[src/rtl/pll_cfg_pkg.sv]
package pll_cfg_pkg;
  localparam int WORD_W   = 21;
  localparam int BYTE_W   = 8;
  localparam int ADDR_W   = 2;
  localparam int CODE_W   = 6;
  localparam int DLY_W    = 5;
  localparam int VAL_W    = CODE_W + 1;
  localparam int LOWF_LSB = 0;
  localparam int OSC_LSB  = 1;
  localparam int OSC_W    = 3;
  localparam int MUL_LSB  = 4;
  localparam int DIV_LSB  = MUL_LSB + CODE_W;
  localparam int DLY_LSB  = DIV_LSB + CODE_W;
  localparam int SHARED_W = OSC_LSB + OSC_W;
  localparam int NBYTES   = (WORD_W + BYTE_W - 1) / BYTE_W;
  localparam int TOP_W    = WORD_W - (NBYTES - 1) * BYTE_W;
  localparam logic [DLY_W-1:0] NEG_ZERO = {1'b1, {(DLY_W-1){1'b0}}};

  typedef logic [WORD_W-1:0] word_t;

  function automatic logic [VAL_W-1:0] code_to_value(input logic [CODE_W-1:0] code);
    return {1'b0, code} + VAL_W'(1);
  endfunction

  function automatic logic signed [DLY_W-1:0] sm_to_steps(input logic [DLY_W-1:0] code);
    logic [DLY_W-1:0] mag;
    mag = {1'b0, code[DLY_W-2:0]};
    return code[DLY_W-1] ? $signed(-mag) : $signed(mag);
  endfunction

  function automatic logic [DLY_W-1:0] clean_delay(input logic [DLY_W-1:0] code);
    return (code == NEG_ZERO) ? '0 : code;
  endfunction

  function automatic word_t pack_primary(input logic [SHARED_W-1:0] shared);
    word_t w;
    w = '0;
    w[SHARED_W-1:0] = shared;
    return w;
  endfunction

  function automatic word_t pack_secondary(input word_t act);
    word_t w;
    w = act;
    w[DLY_LSB +: DLY_W] = clean_delay(act[DLY_LSB +: DLY_W]);
    return w;
  endfunction
endpackage

[src/rtl/cfg_host_regs.sv]
module cfg_host_regs
  import pll_cfg_pkg::*;
(
  input  logic              clk,
  input  logic              rst,
  input  logic              we,
  input  logic [ADDR_W-1:0] addr,
  input  logic [BYTE_W-1:0] wdata,
  input  word_t             strap,
  output word_t             active,
  output logic              override,
  output logic              apply,
  output logic [BYTE_W-1:0] rdata
);
  localparam int PAD_W = NBYTES * BYTE_W;
  localparam int LAST  = NBYTES - 1;

  logic [BYTE_W-1:0] shadow [LAST];
  logic [LAST-1:0]   shadow_wr;
  logic              commit;
  logic [BYTE_W-TOP_W-1:0] unused_wdata_hi;
  logic [PAD_W-1:0]  padded;

  assign commit          = we && (addr == ADDR_W'(LAST));
  assign unused_wdata_hi = wdata[BYTE_W-1:TOP_W];

  for (genvar b = 0; b < LAST; b++) begin : g_shadow
    assign shadow_wr[b] = we && (addr == ADDR_W'(b));
    always_ff @(posedge clk) begin
      if (rst)               shadow[b] <= strap[b*BYTE_W +: BYTE_W];
      else if (shadow_wr[b]) shadow[b] <= wdata;
    end
  end

  word_t commit_word;
  always_comb begin
    commit_word = '0;
    for (int b = 0; b < LAST; b++) commit_word[b*BYTE_W +: BYTE_W] = shadow[b];
    commit_word[LAST*BYTE_W +: TOP_W] = wdata[TOP_W-1:0];
  end

  always_ff @(posedge clk) begin
    if (rst) begin
      active   <= strap;
      override <= 1'b0;
      apply    <= 1'b0;
    end else begin
      apply <= commit;
      if (commit) begin
        active   <= commit_word;
        override <= 1'b1;
      end else if (!override) begin
        active <= strap;
      end
    end
  end

  assign padded = PAD_W'(active);
  assign rdata  = (int'(addr) < NBYTES) ? padded[addr*BYTE_W +: BYTE_W] : '0;

  assert_apply_follows_commit_R4: assert property (@(posedge clk) disable iff (rst)
    apply |-> $past(commit));
  assert_override_sticky_R2: assert property (@(posedge clk) disable iff (rst)
    override |=> override);
  assert_active_holds_R3: assert property (@(posedge clk) disable iff (rst)
    (override && !commit) |=> $stable(active));
endmodule

[src/rtl/cfg_field_packer.sv]
module cfg_field_packer
  import pll_cfg_pkg::*;
#(
  parameter bit PRIMARY = 1'b0
) (
  input  word_t act,
  output word_t cfg
);
  if (PRIMARY) begin : g_pri
    logic unused_upper;
    assign unused_upper = ^act[WORD_W-1:SHARED_W];
    assign cfg = pack_primary(act[SHARED_W-1:0]);
  end else begin : g_sec
    assign cfg = pack_secondary(act);
  end
endmodule

[src/rtl/cfg_value_decode.sv]
module cfg_value_decode
  import pll_cfg_pkg::*;
(
  input  word_t                   act,
  output logic [VAL_W-1:0]        mult,
  output logic [VAL_W-1:0]        div,
  output logic signed [DLY_W-1:0] steps,
  output logic                    negzero
);
  logic unused_low;
  assign unused_low = ^act[SHARED_W-1:0];
  assign mult    = code_to_value(act[MUL_LSB +: CODE_W]);
  assign div     = code_to_value(act[DIV_LSB +: CODE_W]);
  assign steps   = sm_to_steps(act[DLY_LSB +: DLY_W]);
  assign negzero = (act[DLY_LSB +: DLY_W] == NEG_ZERO);
endmodule

[src/rtl/pll_cfg_loader.sv]
module pll_cfg_loader
  import pll_cfg_pkg::*;
(
  input  logic              clk,
  input  logic              rst,
  input  logic              host_we,
  input  logic [1:0]        host_addr,
  input  logic [7:0]        host_wdata,
  output logic [7:0]        host_rdata,
  input  logic [20:0]       strap_word,
  output logic [20:0]       pri_cfg,
  output logic [20:0]       sec_cfg,
  output logic              cfg_apply,
  output logic              bus_override,
  output logic              delay_negzero,
  output logic [6:0]        sec_mult,
  output logic [6:0]        sec_div,
  output logic signed [4:0] sec_delay_steps
);
  word_t active;
  word_t pll_cfg [2];

  cfg_host_regs u_regs (
    .clk(clk), .rst(rst), .we(host_we), .addr(host_addr), .wdata(host_wdata),
    .strap(strap_word), .active(active), .override(bus_override),
    .apply(cfg_apply), .rdata(host_rdata)
  );

  for (genvar p = 0; p < 2; p++) begin : g_pack
    cfg_field_packer #(.PRIMARY(p == 0)) u_pack (
      .act(active), .cfg(pll_cfg[p])
    );
  end

  assign pri_cfg = pll_cfg[0];
  assign sec_cfg = pll_cfg[1];

  cfg_value_decode u_dec (
    .act(active), .mult(sec_mult), .div(sec_div),
    .steps(sec_delay_steps), .negzero(delay_negzero)
  );

  assert_shared_ranges_R8: assert property (@(posedge clk) disable iff (rst)
    pri_cfg[SHARED_W-1:0] == sec_cfg[SHARED_W-1:0]);
  assert_negzero_cleared_R10: assert property (@(posedge clk) disable iff (rst)
    delay_negzero |-> (sec_cfg[DLY_LSB +: DLY_W] == '0 && sec_delay_steps == 0));
  assert_top_byte_pad_R6: assert property (@(posedge clk) disable iff (rst)
    (host_addr == 2'd2) |-> (host_rdata[7:5] == 3'b000));
  assert_apply_needs_override_R4: assert property (@(posedge clk) disable iff (rst)
    cfg_apply |-> bus_override);
endmodule

[config.mk]
export PLATFORM = sky130hd
export DESIGN_NAME = pll_cfg_loader
export DESIGN_NICKNAME = d
export VERILOG_FILES = /design/src/rtl/pll_cfg_pkg.sv /design/src/rtl/cfg_host_regs.sv /design/src/rtl/cfg_field_packer.sv /design/src/rtl/cfg_value_decode.sv /design/src/rtl/pll_cfg_loader.sv
export SDC_FILE = /design/constraint.sdc
export NUM_CORES = 1
export LEC_CHECK = 0
export BUFFER_PORTS_ARGS = -buffer_cell sky130_fd_sc_hd__clkbuf_2
export CAP_MARGIN = 20
export CORE_MARGIN = 2
export CORE_UTILIZATION = 45
export DETAILED_ROUTE_END_ITERATION = 12
export PLACE_DENSITY = 0.84
export SETUP_SLACK_MARGIN = 0.3
export SLEW_MARGIN = 20
export SYNTH_ARGS = -nofsm -noshare
export SYNTH_HDL_FRONTEND = slang
export SYNTH_HIERARCHICAL = 1
export SYNTH_SLANG_ARGS = --single-unit
[constraint.sdc]
create_clock -name clk -period 4.39 [get_ports clk]
set_clock_uncertainty 0.05 [all_clocks]
set_input_delay 0.2195 -clock clk [delete_from_list [all_inputs] [get_ports clk]]
set_output_delay 0.2195 -clock clk [all_outputs]
set_load 0.02 [all_outputs]
==> run_results.csv <==
group,metric,value,unit
power,clkPwrFrac,28.7,%
placed_design,dp_cells,314,
final_layout,finalNonFillerCells,322,
drt,drt_first_pass_iters,4,
critical_path,worstPathCellList,"inv_1 > ha_1 > nand2b_1 > xnor2_1 > clkbuf_2",
clock_network,cts_tree,"done",
die,coreArea,5140,µm²
clock_network,insertion_delay,0.29,ns
clock_network,root_buffer,"clkbuf_8",
clock_network,htree_levels,2,
timing,period_share,40.2,%
power,p_seq_share,48.6,%
min_path,hold_path.class,"in2reg",
critical_path,max_stage_delay,0.46,ns
timing,slew_headroom,38.3,%
global_route,globalRouteTotalUtil,15.3,%
critical_path,cp_max_fo,6,
critical_path,cp_slowest_cell,"edfxtp_1",
synthesis,postSynthCellCount,187,
synthesis,ys_seq_elements,39,
placed_design,place_worst_setup_slack,2.47,ns
power,power_frac_comb,22.7,%
synthesis,syn_area_per_cell,12.8,µm²
clock_network,clock_path_buffers,2,
synthesis,yosysUniqueCellTypes,31,
power,netSwitchingFraction,28.4,%
clock_network,cts_buffers,5,
critical_path,crit_type,"reg2out",
final_layout,nets,288,
placed_design,io_buffers,88,
synthesis,yosys_warnings,6,
final_layout,drive_gt1_share,54.8,%
synthesis,synth_flop_cell,"edfxtp_1",
clock_network,cts_hold_buf,0,
timing,slew_viol_final,0,
power,power_density,352,nW/µm²
synthesis,syn-cell-area,2400,µm²
clock_network,clkTransAtPathRegs,0.07,ns
synthesis,ys_top_cells_by_area,"edfxtp_1, mux2_2, buf_4",
die,dieArea,5930,µm²
critical_path,critPathRequiredTime,4.12,ns
die,start_util,46.7,%
placed_design,routabilityCongestion,0.796,
global_route,antenna_found_initial,0,
critical_path,cpLargestDelayFamily,"flip-flops",
critical_path,critical_path_buf_inv_count,2,
job,maxCapViolCount,0,
timing,rsz0062_at_grt,"false",
drt,route.detailed.drc,0,
power,p_switching,276,µW
synthesis,synth_edf_count,37,
drt,wl,4520,µm
final_layout,n_antenna_cell,0,
die,num_rows,26,
clock_network,cts_resized,0,
die,ioPinCount,106,
critical_path,cp-end-kind,"primary output",
global_route,grt_pass1_wl,7110,µm
drt,avgViaCountPerCell,4.74,
drt,drtAntennaViolNets,0,
timing,period_minus_slack,1.76,ns
final_layout,area_delta_synth_final,14.9,%
drt,detail_route.wl_per_cell,14.0,µm
die,dieHeight,77.0,µm
global_route,grt_pass1_vias,1392,
critical_path,worst_setup_path_start_kind,"register",
timing,worst_pin_slew,0.922,ns
drt,num_vias,1525,
timing,fin_setup_tns,0,ns
clock_network,cts_sinks,39,
synthesis,synth_top_area_cell,"edfxtp_1",
synthesis,yosys.area.top_type_share,46.3,%
synthesis,ys_async_sr_fraction,0,%
drt,drt_iter0_drc,36,
synthesis,yosysMostFrequentCell,"buf_4",
clock_network,cts_setup_buffers,0,
timing,fmax,567,MHz
synthesis,synthTopCellsByCount,"buf_4, edfxtp_1, mux2_2",
synthesis,yosysSeqAreaShare,48.0,%
global_route,grt-ovfl-total,0,
run_status,status,"complete, no violations",
die,die_x,77.0,µm
power,peakVddDrop,0.256,mV
power,p_int,694,µW
timing,hold_viol_final,0,
power,p_leak,0.00123,µW
critical_path,arrival,1.49,ns
global_route,grt_max_degree,23,
timing,setup_ws,2.63,ns
timing,setup_viol_count_final,0,
-- kinds of logic (layout without fill, tap and decap cells) --
family / after synthesis / in the layout / share of synthesized area, %
buffers and inverters: 54 / 103 / 15.2
muxes: 45 / 45 / 20.7
DFF: 39 / 39 / 48.0
and+or+nand+nor: 23 / 23 / 6.73
AOI/OAI and AO/OA: 12 / 12 / 4.07
xor gates and xnor gates: 10 / 10 / 3.65
adders and majority gates: 3 / 3 / 1.56
other: 1 / 17 / 0.156
-- placed cells by master, fill, tap and decap left out --
master / instances
clkbuf_2: 88
mux2_2: 37
edfxtp_1: 37
conb_1: 17
xnor2_1: 8
mux2i_1: 8
inv_1: 7
nand3_1: 6
clkbuf_8: 5
o2bb2ai_1: 5
and3_1: 4
nor2_1: 4
ha_1: 3
xor2_1: 2
nand3b_1: 2
a31o_2: 2
dfxtp_1: 2
clkinv_2: 1
bufinv_16: 1
clkinv_1: 1
o41a_1: 1
o31ai_1: 1
nand2b_1: 1
nand2_1: 1
o21ai_0: 1
and3_2: 1
a21boi_0: 1
and4bb_4: 1
nor2b_1: 1
and4bb_2: 1
nor4b_4: 1
a21oi_1: 1
-- power by group through the flow --
stage	clock network (µW)	registers, µW	logic, µW
after floorplan	0	470	182
after global placement	0	479	218
after detailed placement	0	480	221
after CTS	286	472	222
after global routing	296	476	237
final	279	471	220
-- metal layers --
layer	up-vias	track usage (%)	part of all wire (%)
li1	749	-	-
met1	696	20.5	45
met2	75	25.0	47
met3	5	2.71	6.9
met4	0	5.36	1.3
met5	-	0	0
-- final cells by class --
class	count	area, µm²
inverters	7	26.3
repair buffers	88	440
flip-flops and latches	39	1150
clock inverters	3	38.8
clock buffers	5	68.8
well taps	70	87.6
multi-input cells	110	945
fillers	434	2380
-- through the flow --
step	area (µm²)	power, µW	hold WS (ns)	util (%)
floorplan	2460	652	0.239	-
global placement	2650	697	0.420	51.6
detailed placement	2650	701	0.426	51.6
CTS	2760	980	0.144	53.7
global route	2760	1010	0.164	53.7
finish	2760	970	0.152	53.7
-- final timing paths --
path / cells past startpoint / slack (ns) / start / to
setup / recovery: 5 / 2.63 / u_regs/active[16] / sec_delay_steps[2]
hold / removal: 2 / 0.15 / rst / u_regs/override
setup reg to reg: 1 / 2.82 / u_regs/override / u_regs/active[14]
hold reg to reg: 2 / 0.44 / u_regs/override / u_regs/override
-- sequential cells by signal (all words and copies together), names as in the netlist --
name,count
u_regs/override,1
u_regs/apply,1
u_regs/active,21
u_regs/shadow,16
Power figures use the tool's default switching activity.
